File: src/rtl/osc_bias_selector.sv
module osc_bias_selector #(
  parameter int          SCORE_W   = 32,
  parameter int          CNT_W     = 16,
  parameter logic [63:0] MIN_TOTAL = 64'd150000000
) (
  input  logic                 clk,
  input  logic                 rst_n,
  input  logic                 start,
  input  logic [CNT_W-1:0]     acc_cycles,
  output logic                 tbl_rd,
  output logic [3:0]           tbl_addr,
  input  logic [SCORE_W-1:0]   tbl_data,
  output logic                 done,
  output logic [5:0]           bias_word,
  output logic [SCORE_W+1:0]   best_total,
  output logic [3*SCORE_W-1:0] cell_scores,
  output logic                 short_entropy,
  output logic [4*(CNT_W+6)-1:0] ctl_words
);
  localparam int NOSC  = 3;
  localparam int NENT  = 12;
  localparam int NCAND = 24;
  localparam int SUM_W = SCORE_W + 2;
  localparam int CW_W  = CNT_W + 6;
  localparam logic [SUM_W-1:0] MIN_T  = MIN_TOTAL[SUM_W-1:0];
  localparam logic [5:0]       DEF_BW = 6'b10_01_00;

  typedef enum logic [1:0] {S_IDLE, S_LOAD, S_SRCH} st_t;
  st_t st;
  logic [4:0] cnt;
  logic       rd_q;
  logic [3:0] cap_a;
  logic [SCORE_W-1:0] tbl [NENT];

  function automatic logic [5:0] perm(input logic [4:0] idx);
    logic [1:0] b0, b1, b2;
    int k1, k2, j;
    b0 = 2'(idx / 5'd6);
    k1 = int'(idx % 5'd6) / 2;
    k2 = int'(idx % 5'd6) % 2;
    b1 = '0;
    b2 = '0;
    j  = 0;
    for (int v = 0; v < 4; v++)
      if (2'(v) != b0) begin
        if (j == k1) b1 = 2'(v);
        j++;
      end
    j = 0;
    for (int v = 0; v < 4; v++)
      if (2'(v) != b0 && 2'(v) != b1) begin
        if (j == k2) b2 = 2'(v);
        j++;
      end
    return {b2, b1, b0};
  endfunction

  logic [5:0]         cand;
  logic [SCORE_W-1:0] s0, s1, s2;
  logic [SUM_W-1:0]   cand_sum;

  assign cand     = perm(cnt);
  assign s0       = tbl[{2'd0, cand[1:0]}];
  assign s1       = tbl[{2'd1, cand[3:2]}];
  assign s2       = tbl[{2'd2, cand[5:4]}];
  assign cand_sum = SUM_W'(s0) + SUM_W'(s1) + SUM_W'(s2);

  assign tbl_rd   = (st == S_LOAD) && (cnt < 5'(NENT));
  assign tbl_addr = cnt[3:0];

  always_ff @(posedge clk) begin
    if (rd_q) tbl[cap_a] <= tbl_data;
  end

  always_ff @(posedge clk or negedge rst_n) begin
    if (!rst_n) begin
      st          <= S_IDLE;
      cnt         <= '0;
      rd_q        <= 1'b0;
      cap_a       <= '0;
      done        <= 1'b0;
      bias_word   <= DEF_BW;
      best_total  <= '0;
      cell_scores <= '0;
    end else begin
      done  <= 1'b0;
      rd_q  <= tbl_rd;
      cap_a <= tbl_addr;
      case (st)
        S_IDLE: if (start) begin
          st          <= S_LOAD;
          cnt         <= '0;
          bias_word   <= DEF_BW;
          best_total  <= '0;
          cell_scores <= '0;
        end
        S_LOAD: begin
          if (cnt == 5'(NENT)) begin
            st  <= S_SRCH;
            cnt <= '0;
          end else begin
            cnt <= cnt + 5'd1;
          end
        end
        S_SRCH: begin
          if (cand_sum > best_total) begin
            best_total  <= cand_sum;
            bias_word   <= cand;
            cell_scores <= {s2, s1, s0};
          end
          if (cnt == 5'(NCAND - 1)) begin
            st   <= S_IDLE;
            done <= 1'b1;
          end else begin
            cnt <= cnt + 5'd1;
          end
        end
        default: st <= S_IDLE;
      endcase
    end
  end

  assign short_entropy = best_total < MIN_T;

  for (genvar n = 0; n < NOSC; n++) begin : g_cw
    assign ctl_words[n*CW_W +: CW_W] = {acc_cycles, 1'b1, bias_word[2*n +: 2], 3'(1 << n)};
  end
  assign ctl_words[3*CW_W +: CW_W] = {acc_cycles, 1'b1, 2'b00, 3'b111};

  a_r10_done_pulse: assert property (@(posedge clk) disable iff (!rst_n)
    done |=> !done);

  a_r3_distinct_bias: assert property (@(posedge clk) disable iff (!rst_n)
    done |-> (bias_word[1:0] != bias_word[3:2] && bias_word[1:0] != bias_word[5:4]
              && bias_word[3:2] != bias_word[5:4]));

  a_r7_no_overflow: assert property (@(posedge clk) disable iff (!rst_n)
    done |-> best_total == SUM_W'(cell_scores[0 +: SCORE_W]) + SUM_W'(cell_scores[SCORE_W +: SCORE_W])
                         + SUM_W'(cell_scores[2*SCORE_W +: SCORE_W]));

  a_r5_best_monotone: assert property (@(posedge clk) disable iff (!rst_n)
    (st == S_SRCH) |=> best_total >= $past(best_total));

  a_r2_read_order: assert property (@(posedge clk) disable iff (!rst_n)
    (tbl_rd && $past(tbl_rd)) |-> tbl_addr == $past(tbl_addr) + 4'd1);
endmodule

File: config.mk
export PLATFORM = sky130hd
export DESIGN_NAME = osc_bias_selector
export DESIGN_NICKNAME = d
export VERILOG_FILES = /design/src/rtl/osc_bias_selector.sv
export SDC_FILE = /design/constraint.sdc
export NUM_CORES = 1
export LEC_CHECK = 0
export ABC_AREA = 0
export BUFFER_PORTS_ARGS = -buffer_cell sky130_fd_sc_hd__buf_2
export CORE_ASPECT_RATIO = 1.75
export CORE_UTILIZATION = 40
export CTS_CLUSTER_DIAMETER = 30
export CTS_CLUSTER_SIZE = 24
export DETAILED_ROUTE_END_ITERATION = 6
export GPL_ROUTABILITY_DRIVEN = 0
export GPL_TIMING_DRIVEN = 0
export PLACE_DENSITY_LB_ADDON = 0.15
export SETUP_SLACK_MARGIN = 0.1
export SLEW_MARGIN = 25
export SYNTH_ARGS = -nofsm -noshare
export SYNTH_HDL_FRONTEND = slang
export SYNTH_SLANG_ARGS = --single-unit
File: constraint.sdc
create_clock -name clk -period 12.77 [get_ports clk]
set_input_delay 1.9155 -clock clk [delete_from_list [all_inputs] [get_ports clk]]
set_output_delay 1.9155 -clock clk [all_outputs]
set_load 0.1 [all_outputs]
=== Yosys cells after proc, flatten, opt, wreduce, memory -nomap -nowiden ===
Memories as Yosys holds them, arrays and structs flattened.
Index checks and enable logic that the tools add are counted.

* Register bits after elaboration: 149
* Bits in writable memories: 384
* Output and inout bits: 231
* Word-level logic and storage cells: 96
* Memories: 1

* Add/subtract/negate cells: 8
* Divide/modulo/power cells: 2
* Order comparisons: 3
* Eq/ne operators: 21
* Multiplexer cells: 39
* Bitwise gates (word level): 1
* Reductions and logical operators: 13

{| class="wikitable"
|+ Memory list
! name !! depth !! bits a word !! rd ports !! clocked after Yosys merged registers in !! write ports !! line !! RTL
|-
| tbl || 12 || 32 || 3 || 0 || 1 || 33 || <nowiki>logic [SCORE_W-1:0] tbl [NENT];</nowiki>
|}

{| class="wikitable"
|+ Operators by type and width
! cell !! count
|-
| 96-bit two-way mux || 2
|-
| 96-bit case mux with 2 select lines || 1
|-
| 32-bit by 2-bit adder with 32-bit output (second input constant) || 4
|-
| 32-bit two-way mux || 4
|-
| 32-bit equality test || 3
|-
| 34-bit two-way mux || 2
|-
| 34-bit case mux with 2 select lines || 1
|-
| 32-bit by 2-bit equality test with 1-bit output || 2
|-
| 33-bit by 32-bit adder with 34-bit output || 1
|-
| 34-bit greater-than comparator || 1
|-
| 34-bit by 28-bit < comparator with 1-bit output (second input constant) || 1
|-
| 32-bit by 32-bit adder with 33-bit output || 1
|-
| 32-bit by 1-bit adder with 32-bit output || 1
|-
| 5-bit by 3-bit remainder unit with 32-bit output (second input constant) || 1
|-
| 2-bit two-way mux || 11
|-
| 5-bit two-way mux || 3
|-
| 5-bit case mux with 3 select lines || 1
|-
| 6-bit two-way mux || 2
|-
| 6-bit case mux with 2 select lines || 1
|-
| 1-bit two-way mux || 10
|-
| 3-bit AND reduction || 3
|-
| 2-bit != test (first input constant) || 4
|-
| 2-bit != test (second input constant) || 4
|-
| 2-bit case mux with 3 select lines || 1
|-
| 15 further kinds || 22
|}

=== Depth between registers and ports, before layout ===
Gate-level depths: netlist (run 1).
An unclocked memory read counts as a cell.

* Word-level depth: 25
* Mapped depth: 57
* Gate-level depth less buffers: 49

=== Worst setup path after synthesis (run 1) ===
No wires, ideal clock.

* Path kind: reg-to-reg
* Start point: reg cnt[3]
* End point: reg bias_word[0]
* Arrival: 10.179 ns
* Slack: 2.481 ns
* Cell stages (with the launch flop): 54
* Clock period less this slack: 10.289 ns
* Path through: dfrtp_1 -> buf_4 -> buf_2 -> clkbuf_1 -> ha_1 -> and4b_4 -> o21ai_2 -> o21ai_0 -> ha_1 -> o21bai_1 -> nor2_1 -> nand2_1 -> inv_1 -> ha_1 -> ha_1 -> xor2_1 -> a41oi_2 -> a211o_2 -> [... 18 more ...] -> a21oi_1 -> a21oi_1 -> o21bai_1 -> a211oi_1 -> nor3_1 -> ha_1 -> a21o_1 -> a21o_1 -> a21oi_1 -> o21ai_0 -> a31o_2 -> a2111oi_0 -> or3_1 -> clkbuf_1 -> clkbuf_1 -> clkbuf_1 -> nand2_1 -> o41ai_1

* Longest elaborated chain between the ends: 25
* Elaborated cells on any way between the ends: 52
* Those cells by class: add/sub: 7; div: 2; order compare: 1; eq/ne: 13; mux: 20; bitwise: 1; reduce/logical: 7; memory: 1

{| class="wikitable"
|+ Ends and longest elaborated chain
! element !! line !! RTL
|-
| start: declaration || 30 || <nowiki>logic [4:0] cnt;</nowiki>
|-
| start signal: assignment || 102 || <nowiki>cnt <= cnt + 5'd1;</nowiki>
|-
| start signal: assignment || 115 || <nowiki>cnt <= cnt + 5'd1;</nowiki>
|-
| 5-bit by 3-bit divider with 5-bit output / 5-bit by 3-bit remainder unit with 32-bit output (equally long branches) || 38, 39, 40 ||
|-
| 2-bit nonzero test / 1-bit bitwise AND (equally long branches) || n/a ||
|-
| 1-bit two-way mux / 32-bit by 1-bit adder with 32-bit output (equally long branches) || n/a ||
|-
| 32-bit by 2-bit adder with 32-bit output / 32-bit equality test (equally long branches) || 47, 46 ||
|-
| 32-bit two-way mux / 1-bit two-way mux (equally long branches) || 45, 46 ||
|-
| 32-bit by 2-bit adder with 32-bit output (tied with other cells) || 47 || <nowiki>j++;</nowiki>
|-
| 32-bit two-way mux / 2-bit two-way mux (equally long branches) || 45, 46 ||
|-
| 32-bit equality test / 2-bit two-way mux (equally long branches) || 46, 45 ||
|-
| [... 9 more ...] || n/a ||
|-
| 32-bit by 2-bit equality test with 1-bit output / 2-bit two-way mux (equally long branches) || 52, 51 ||
|-
| 2-bit two-way mux || 52 || <nowiki>if (j == k2) b2 = 2'(v);</nowiki>
|-
| 2-bit two-way mux || 51 || <nowiki>if (2'(v) != b0 && 2'(v) != b1) begin</nowiki>
|-
| memory 12 x 32 bit || n/a ||
|-
| 33-bit by 32-bit adder with 34-bit output || 66 || <nowiki>assign cand_sum = SUM_W'(s0) + SUM_W'(s1) + SUM_W'(s2);</nowiki>
|-
| 34-bit greater-than comparator || 106 || <nowiki>if (cand_sum > best_total) begin</nowiki>
|-
| 2-bit != test (no source line) || n/a ||
|-
| 3-bit AND reduction (no source line) || n/a ||
|-
| end signal: assignment || 108 || <nowiki>bias_word <= cand;</nowiki>
|-
| end: declaration || 14 || <nowiki>output logic [5:0] bias_word,</nowiki>
|}

Parallel ways exist; a longest one is shown, timed or not. The select of a mux whose other input is x is not followed.
A chain may end at the register's enable or synchronous reset.

=== Worst setup path in the final report (run 1) ===
* Start point: reg cnt[3]
* End point: reg cell_scores[74]

* Longest elaborated chain between the ends: 25
* Elaborated cells on any way between the ends: 52
* Those cells by class: add/sub: 7; div: 2; order compare: 1; eq/ne: 13; mux: 20; bitwise: 1; reduce/logical: 7; memory: 1

{| class="wikitable"
|+ Ends and longest elaborated chain
! element !! line !! RTL
|-
| 5-bit by 3-bit divider with 5-bit output / 5-bit by 3-bit remainder unit with 32-bit output (equally long branches) || 38, 39, 40 ||
|-
| 2-bit nonzero test / 1-bit bitwise AND (equally long branches) || n/a ||
|-
| 1-bit two-way mux / 32-bit by 1-bit adder with 32-bit output (equally long branches) || n/a ||
|-
| 32-bit by 2-bit adder with 32-bit output / 32-bit equality test (equally long branches) || 47, 46 ||
|-
| 32-bit two-way mux / 1-bit two-way mux (equally long branches) || 45, 46 ||
|-
| 32-bit by 2-bit adder with 32-bit output (tied with other cells) || 47 ||
|-
| 32-bit two-way mux / 2-bit two-way mux (equally long branches) || 45, 46 ||
|-
| 32-bit equality test / 2-bit two-way mux (equally long branches) || 46, 45 ||
|-
| [... 9 more ...] || n/a ||
|-
| 32-bit by 2-bit equality test with 1-bit output / 2-bit two-way mux (equally long branches) || 52, 51 ||
|-
| 2-bit two-way mux || 52 ||
|-
| 2-bit two-way mux || 51 ||
|-
| memory 12 x 32 bit * || n/a ||
|-
| 33-bit by 32-bit adder with 34-bit output || 66 ||
|-
| 34-bit greater-than comparator || 106 ||
|-
| 2-bit != test (no source line) || n/a ||
|-
| 3-bit AND reduction (no source line) || n/a ||
|-
| end signal: assignment || 109 || <nowiki>cell_scores <= {s2, s1, s0};</nowiki>
|-
| end: declaration || 16 || <nowiki>output logic [3*SCORE_W-1:0] cell_scores,</nowiki>
|}

Every way passes the cells marked *; elsewhere a longest branch is shown, timed or not. The select of a mux whose other input is x is not followed.

==> results of run 1 <==
[per-stage QoR]
step	cells	setup TNS [ns]	worst slack (ns)	cell area, um2
3_5_place_dp	3079	-87.33	-1.06	28000
3_3_place_gp	3049	-64.87	-0.845	27400
2_1_floorplan	2003	0	2.48	25100
4_1_cts	3238	0	0.0716	31000
5_1_grt	3244	0	0.105	31100
6_report	3244	0	0.619	31100
[what timing repair did]
action	in CTS	in global routing
gates resized for setup	27	51
pin swaps	0	3
hold endpoints to repair	0	0
buffers inserted	0	5
endpoints found under the setup margin	136	136
[per-layer routing]
layer | GRT usage, % | vias to the layer above | part of all wire, %
li1 | - | 7992 | -
met1 | 29.1 | 8795 | 38
met2 | 45.6 | 692 | 52
met3 | 4.50 | 144 | 6.4
met4 | 9.10 | 6 | 3.3
met5 | 0 | - | 0.053
[layout by cell type (no fill, tap or decap), types with 33 or more instances in the layout]
| cell | instances |
|---|---|
| inv_1 | 116 |
| o21ai_0 | 145 |
| mux2_2 | 64 |
| dfrtp_1 | 147 |
| edfxtp_1 | 384 |
| a21o_1 | 37 |
| clkbuf_1 | 56 |
| o31ai_1 | 39 |
| a32o_1 | 33 |
| clkbuf_16 | 90 |
| buf_4 | 116 |
| buf_2 | 259 |
| ha_1 | 76 |
| fa_1 | 33 |
| nand3_1 | 90 |
| nor2_1 | 59 |
| a21oi_1 | 75 |
| mux2i_1 | 67 |
| nand2_1 | 181 |
[worst reg2reg max path, delay by kind of cell (launching register included)]
kind                     cells  cell delay (ns)
AO/OA/AOI/OAI               21             4.49
adder cells (fa/ha/maj)      9             2.99
buffers and inverters        8             1.97
AND/OR/NAND/NOR              8             1.65
XOR/XNOR                     2             0.52
flip-flops                   1             0.45
[report_power, final]
| part | internal (mW) | total, mW | switching (mW) |
|---|---|---|---|
| registers | 1.95 | 1.98 | 0.0284 |
| logic | 1.91 | 5.44 | 3.53 |
| clock network | 1.47 | 2.35 | 0.882 |
| total | 5.34 | 9.78 | 4.44 |
[logic make-up after synthesis]
kind of cell               after synthesis  share of synthesized area, %
buffers and inverters                  308                          6.17
other                                    2                        0.0299
muxes                                  131                          5.55
adders and majority gates              111                          6.52
and+or+nand+nor                        425                          7.85
DFF                                    533                          60.8
AOI/OAI and AO/OA                      450                          12.1
xor gates and xnor gates                27                         0.943
[area by class of cell]
class                   instances  area (um2)  area share, %
plain buffers                 191        1170           3.78
clock buffers                  99        2330           7.49
clock inverters                61         624           2.01
inverters                     116         435           1.40
multi-input cells            1162        8470           27.3
flip-flops and latches        533       15300           49.1
well taps                     799        1000           3.22
repair buffers                283        1780           5.72
[how the worst max path moves through the flow]
stage,start,to,slack [ns]
2_1_floorplan,cnt[3],bias_word[0],2.48
3_3_place_gp,cnt[3],cell_scores[24],-0.84
3_5_place_dp,cnt[3],bias_word[0],-1.06
4_1_cts,cnt[3],bias_word[0],0.07
5_1_grt,cnt[3],best_total[24],0.10
6_report,cnt[3],cell_scores[74],0.62
[flip-flops by register name, summed over array words and instances, names as in the netlist]
register	flops
cnt	5
tbl	384
done	1
cell_scores	96
bias_word	6
cap_a	4
st	2
best_total	34
rd_q	1
==> load_flow_metrics.sql, run 1 <==
INSERT INTO impl_metrics (metric_group, metric, value, unit) VALUES
('drt', 'detail_route.wirelength', '79.7', 'mm'),
('worst_setup_path', 'critical_path_launch_point_type', 'flip-flop', ''),
('synth', 'synth_top_cell_area_share', '46.0', '%'),
('synth', 'synth_top_flop_cell', 'edfxtp_1', ''),
('sta', 'period_needed', '12.15', 'ns'),
('synth', 'synth.ff_latch_count', '533', ''),
('worst_setup_path', 'reg_to_reg_start', 'cnt[3]', ''),
('die', 'floorplan.die.width', '191', 'um'),
('clocking', 'postCtsHoldBufs', '0', ''),
('worst_setup_path', 'worst-r2r-cell-count', '48', ''),
('global_routing', 'grtUsageTotal', '25.1', '%'),
('flow_run', 'drv_cap', '0', ''),
('sta', 'rsz0062_at_grt', 'no', ''),
('final_layout', 'areaGrowthSynthToFinish', '23.8', '%'),
('drt', 'vias', '17600', ''),
('sta', 'whs', '0.471', 'ns'),
('worst_setup_path', 'worst-path-stages', '48', ''),
('worst_setup_path', 'worst_path_dominant_cell_family', 'compound AO/OA/AOI/OAI gates', ''),
('die', 'floorplan.core_area', '62100', 'um2'),
('power_and_ir_drop', 'total_power_per_unit_cell_area', '315', 'nW/um2'),
('synth', 'synth_most_common_cell', 'edfxtp_1', ''),
('drt', 'firstDrtPassIters', '5', ''),
('global_routing', 'grt_max_degree', '82', ''),
('clocking', 'cts_inserted_buffers', '85', ''),
('die', 'starting_density', '40.4', '%'),
('synth', 'yosysWarnings', '0', ''),
('clocking', 'max-clock-path-buffers', '3', ''),
('worst_setup_path', 'timing.critical_path.slowest_cell_delay', '0.65', 'ns'),
('place', 'dp.final_hpwl', '58.2', 'mm'),
('synth', 'yosys.cell_types.count', '82', ''),
('synth', 'synth.area.top_cells', 'edfxtp_1, dfrtp_1, ha_1', ''),
('final_layout', 'postLayoutCoreUtil', '50.0', '%'),
('synth', 'synth-seq-area-share', '60.8', '%'),
('sta', 'clock-skew-final', '0.0330', 'ns'),
('power_and_ir_drop', 'power.total', '9.78', 'mW'),
('clocking', 'cts_tree', 'yes', ''),
('global_routing', 'grt_pass1_vias', '18100', ''),
('synth', 'netlist.top_cell.by_area', 'edfxtp_1', ''),
('sta', 'finalMaxSlewViolations', '0', ''),
('sta', 'achievable-frequency', '0.0823', 'GHz'),
('global_routing', 'global_route.overflow_total', '0', ''),
('drt', 'drt_iter0_drc', '1516', ''),
('global_routing', 'initial_antenna_violation_count', '3', ''),
('worst_setup_path', 'worstSetupEndpointType', 'flip-flop', ''),
('clocking', 'cts.reportedPaths.clkPinSlew', '0.06', 'ns'),
('die', 'die_height', '333', 'um'),
('worst_setup_path', 'ff2ff_setup_slack', '0.62', 'ns'),
('synth', 'synthCells', '1987', ''),
('die', 'num_io_pins', '282', ''),
('synth', 'netlist_top_cells_count', 'edfxtp_1, nand2_1, dfrtp_1, o21ai_0, inv_1', ''),
('drt', 'drt-vias-per-instance', '5.43', ''),
('drt', 'drcViolationCount', '0', ''),
('power_and_ir_drop', 'ir_worst_vdd', '0.214', 'mV'),
('worst_setup_path', 'timing_worst_setup_path_type', 'flip-flop to flip-flop', ''),
('drt', 'drt.antenna.violating_nets', '0', ''),
('final_layout', 'filler_cell_count', '5558', ''),
('die', 'die_area', '63800', 'um2'),
('sta', 'finalSetupViolCount', '0', ''),
('worst_setup_path', 'critPathBufInv', '8', ''),
('clocking', 'cts.sink_count', '533', ''),
('worst_setup_path', 'crit-reg2reg-capture', 'cell_scores[74]', ''),
('sta', 'report.final.hold_viol_count', '0', ''),
('status', 'result_of_the_run', 'completed', ''),
('power_and_ir_drop', 'total_leakage_power', '12.9', 'nW'),
('synth', 'synth-edff-count', '384', ''),
('hold_path', 'timing.hold.worst.start', 'cell_scores[26]', ''),
('clocking', 'worstSkewPairLatency', '0.63', 'ns'),
('worst_setup_path', 'worst_path_max_delay_cell', 'clkbuf_1', ''),
('synth', 'post_synth.cell_area_avg', '12.6', 'um2'),
('clocking', 'clock_tree.root_cell', 'clkbuf_16', ''),
('sta', 'tightest_slew', '1.09', 'ns');
No activity file was read; power rests on OpenSTA's default activity.
==> run 2: changes to the inputs <==
--- a/config.mk
+++ b/config.mk
@@ -15,6 +15,7 @@
 export GPL_ROUTABILITY_DRIVEN = 0
 export GPL_TIMING_DRIVEN = 0
 export PLACE_DENSITY_LB_ADDON = 0.15
+export REMOVE_ABC_BUFFERS = 1
 export SETUP_SLACK_MARGIN = 0.1
 export SLEW_MARGIN = 25
 export SYNTH_ARGS = -nofsm -noshare
==> run 2 against run 1 <==
  * First-iteration DRC count decreased by 33%
  * Power is 4.6% lower
  * Worst hold slack got worse by 0.00086 ns
  * Non-clock buffer count shrank 222
  * Clock skew is 0.00070 ns lower
  * Via count down 5.5%
  * Fmax increased by 1.7%
  * Setup slack gained 0.20 ns
  * Sequential power about the same
  * Wire length shrank 5.9%
  * Design area fell by 2.3%
  * Highest routed layer unchanged
==> load_flow_metrics.sql, run 2 (same netlist as run 1, synthesis figures left out) <==
INSERT INTO impl_metrics (metric_group, metric, value, unit) VALUES
('status', 'result_of_the_run', 'completed', ''),
('drt', 'firstDrtPassIters', '5', ''),
('global_routing', 'grtUsageTotal', '23.5', '%'),
('sta', 'achievable-frequency', '0.0837', 'GHz'),
('final_layout', 'postLayoutCellArea', '30300', 'um2'),
('sta', 'post-route-worst-setup-slack', '0.822', 'ns'),
('clocking', 'cts_tree', 'yes', ''),
('global_routing', 'global_route.overflow_total', '0', ''),
('die', 'floorplan.core_area', '62100', 'um2'),
('worst_setup_path', 'worstSetupEndpointType', 'flip-flop', ''),
('power_and_ir_drop', 'p_sw_share', '43.1', '%'),
('clocking', 'htree_levels', '3', ''),
('sta', 'finalMaxSlewViolations', '0', ''),
('power_and_ir_drop', 'combinationalPowerShare', '54.4', '%'),
('worst_setup_path', 'cp_data_required_time', '13.23', 'ns'),
('drt', 'detail_route.wirelength', '75.0', 'mm'),
('hold_path', 'hold_crit_depth', '2', ''),
('worst_setup_path', 'timing.critical_path.slowest_cell_delay', '0.57', 'ns'),
('drt', 'vias', '16700', ''),
('final_layout', 'areaGrowthSynthToFinish', '21.0', '%'),
('final_layout', 'fin_nets', '2310', ''),
('final_layout', 'largest_reg_flops', '384', ''),
('die', 'floorplan.rows', '121', ''),
('die', 'die_height', '333', 'um'),
('die', 'num_io_pins', '282', ''),
('sta', 'report.final.hold_viol_count', '0', ''),
('final_layout', 'top_register', 'tbl', ''),
('clocking', 'cts.sink_count', '533', ''),
('power_and_ir_drop', 'total_switching_power', '4.02', 'mW'),
('drt', 'drt-vias-per-instance', '5.52', ''),
('sta', 'post_route_setup_tns', '0', 'ns'),
('worst_setup_path', 'crit-reg2reg-capture', 'cell_scores[36]', ''),
('drt', 'avgRoutedWirePerCell', '24.9', 'um'),
('global_routing', 'grt_pass1_vias', '16900', ''),
('sta', 'rsz0062_at_grt', 'no', ''),
('global_routing', 'initial_antenna_violation_count', '1', ''),
('worst_setup_path', 'ff2ff_setup_slack', '0.82', 'ns'),
('hold_path', 'timing.hold.worst.start', 'cell_scores[3]', ''),
('place', 'dp.final_hpwl', '52.6', 'mm'),
('sta', 'finalSetupViolCount', '0', ''),
('hold_path', 'hold_path.class', 'flip-flop to flip-flop', ''),
('worst_setup_path', 'worst_path_max_delay_cell', 'dfrtp_2', ''),
('global_routing', 'grt_first_pass_wirelength', '109', 'mm'),
('drt', 'drt_iter0_drc', '1022', ''),
('die', 'floorplan.die.width', '191', 'um'),
('clocking', 'clock_tree.root_cell', 'clkbuf_16', ''),
('place', 'numPortBuffers', '183', ''),
('worst_setup_path', 'critical_path.max_fanout', '40', ''),
('power_and_ir_drop', 'power.total', '9.32', 'mW'),
('clocking', 'max-clock-path-buffers', '3', ''),
('worst_setup_path', 'timing_worst_setup_path_type', 'flip-flop to flip-flop', ''),
('sta', 'tightest_slew', '1.06', 'ns'),
('worst_setup_path', 'critical_path_launch_point_type', 'flip-flop', ''),
('final_layout', 'filler_cell_count', '5422', ''),
('global_routing', 'grt_max_degree', '72', ''),
('worst_setup_path', 'crit_arrival', '12.41', 'ns'),
('final_layout', 'drive_above_1_share', '23.4', '%'),
('power_and_ir_drop', 'total_power_per_unit_cell_area', '307', 'nW/um2'),
('drt', 'drcViolationCount', '0', ''),
('final_layout', 'multi_input_comb_area', '8600', 'um2'),
('final_layout', 'layout_top_registers', 'tbl x384, cell_scores x96, best_total x34', ''),
('flow_run', 'drv_cap', '0', ''),
('final_layout', 'final_cell_mix', 'edfxtp_1, buf_2, nand2_1, o21ai_0, dfrtp_1', ''),
('place', 'dp_cells', '2854', ''),
('drt', 'drt.antenna.violating_nets', '0', ''),
('power_and_ir_drop', 'cellInternalPower', '5.31', 'mW'),
('hold_path', 'min_delay_worst_endpoint', 'cell_scores[3]', ''),
('clocking', 'cts.reportedPaths.clkPinSlew', '0.06', 'ns'),
('sta', 'clock-skew-final', '0.0323', 'ns'),
('sta', 'timing.slew.headroom', '29.3', '%'),
('final_layout', 'regArea', '15300', 'um2'),
('die', 'starting_density', '40.4', '%'),
('final_layout', 'instances_no_fill', '3016', ''),
('sta', 'period_needed', '11.95', 'ns'),
('place', 'pre_cts_setup_slack', '-1.36', 'ns'),
('power_and_ir_drop', 'clockPowerShare', '24.3', '%'),
('final_layout', 'layout.cells.most_common', 'edfxtp_1', ''),
('final_layout', 'ant_cells', '0', ''),
('worst_setup_path', 'reg_to_reg_start', 'cnt[3]', ''),
('die', 'die_area', '63800', 'um2'),
('clocking', 'cts_inserted_buffers', '81', ''),
('power_and_ir_drop', 'ir_worst_vdd', '0.169', 'mV'),
('worst_setup_path', 'timing.critical_path.mode_cell', 'ha_1', ''),
('power_and_ir_drop', 'share_of_power_burned_in_registers', '21.3', '%'),
('place', 'placedInstanceArea', '27300', 'um2'),
('power_and_ir_drop', 'total_leakage_power', '12.2', 'nW'),
('clocking', 'worstSkewPairLatency', '0.63', 'ns'),
('sta', 'period_share', '93.6', '%'),
('worst_setup_path', 'worst-r2r-cell-count', '50', '');
[run 2: cell count changes in the layout (fill, tap and decap cells not counted), sizes merged]
cell / before / now
inv: 134 / 137
clkinvlp: 11 / 4
clkbuf: 175 / 93
buf: 398 / 252
or3: 4 / 6
clkinv: 25 / 27
[run 2: cell type report]
class,count,share of cell area (%)
Clock buffer,93,7.04
Clock inverter,59,2.27
Inverter,116,1.45
Multi-Input combinational cell,1164,28.4
Sequential cell,533,50.3
Tap cell,799,3.29
Timing Repair Buffer,252,7.29
[run 2: timing repair]
action                                  CTS  global route
cloned                                    2             0
endpoints found under the setup margin  127            94
hold buffers                              0             0
setup buffers                             3             5
gates resized for setup                  13             5
pin swaps                                 2             3
[run 2: metrics by stage]
stage	hold slack (ns)	utilization (%)
2_1_floorplan	0.555	-
6_report	0.471	48.9
3_3_place_gp	0.458	41.8
3_5_place_dp	0.460	44.0
4_1_cts	0.472	48.8
5_1_grt	0.498	48.9
[run 2: layer usage]
metal / routed length [um] / up-vias / track usage, % / share of wire (%)
li1: - / 7541 / - / -
met1: 30400 / 8420 / 28.3 / 41
met2: 38400 / 565 / 41.1 / 51
met3: 3830 / 133 / 4.08 / 5.1
met4: 2340 / 2 / 9.68 / 3.1
met5: 8 / - / 0.314 / 0.011
[run 2: power by group through the flow]
stage	logic (mW)	registers [mW]	clock network (mW)
6_report	5.07	1.99	2.27
5_1_grt	5.66	1.99	2.37
4_1_cts	5.06	1.99	2.31
3_5_place_dp	4.95	2.02	0
3_3_place_gp	4.73	2.03	0
2_1_floorplan	3.37	2.05	0
[run 2: how the worst max path moves through the flow]
stage	slack (ns)	cells past startpoint	from	endpoint
after CTS	0.15	49	cnt[3]	cell_scores[40]
after global routing	0.11	51	cnt[3]	cell_scores[36]
final	0.82	50	cnt[3]	cell_scores[36]
after global placement	-16.07	36	cnt[3]	cell_scores[74]
after floorplan	-2.81	38	cnt[3]	cell_scores[32]
after detailed placement	-1.36	51	cnt[3]	cell_scores[40]
[run 2: critical path, delay by kind of cell, from the launching register on]
family,cells,cell delay [ns]
and+or+nand+nor,9,1.95
DFF,1,0.57
adders and majority gates,9,2.98
xor gates and xnor gates,2,0.45
buffers and inverters,8,1.27
AOI/OAI and AO/OA,22,4.52
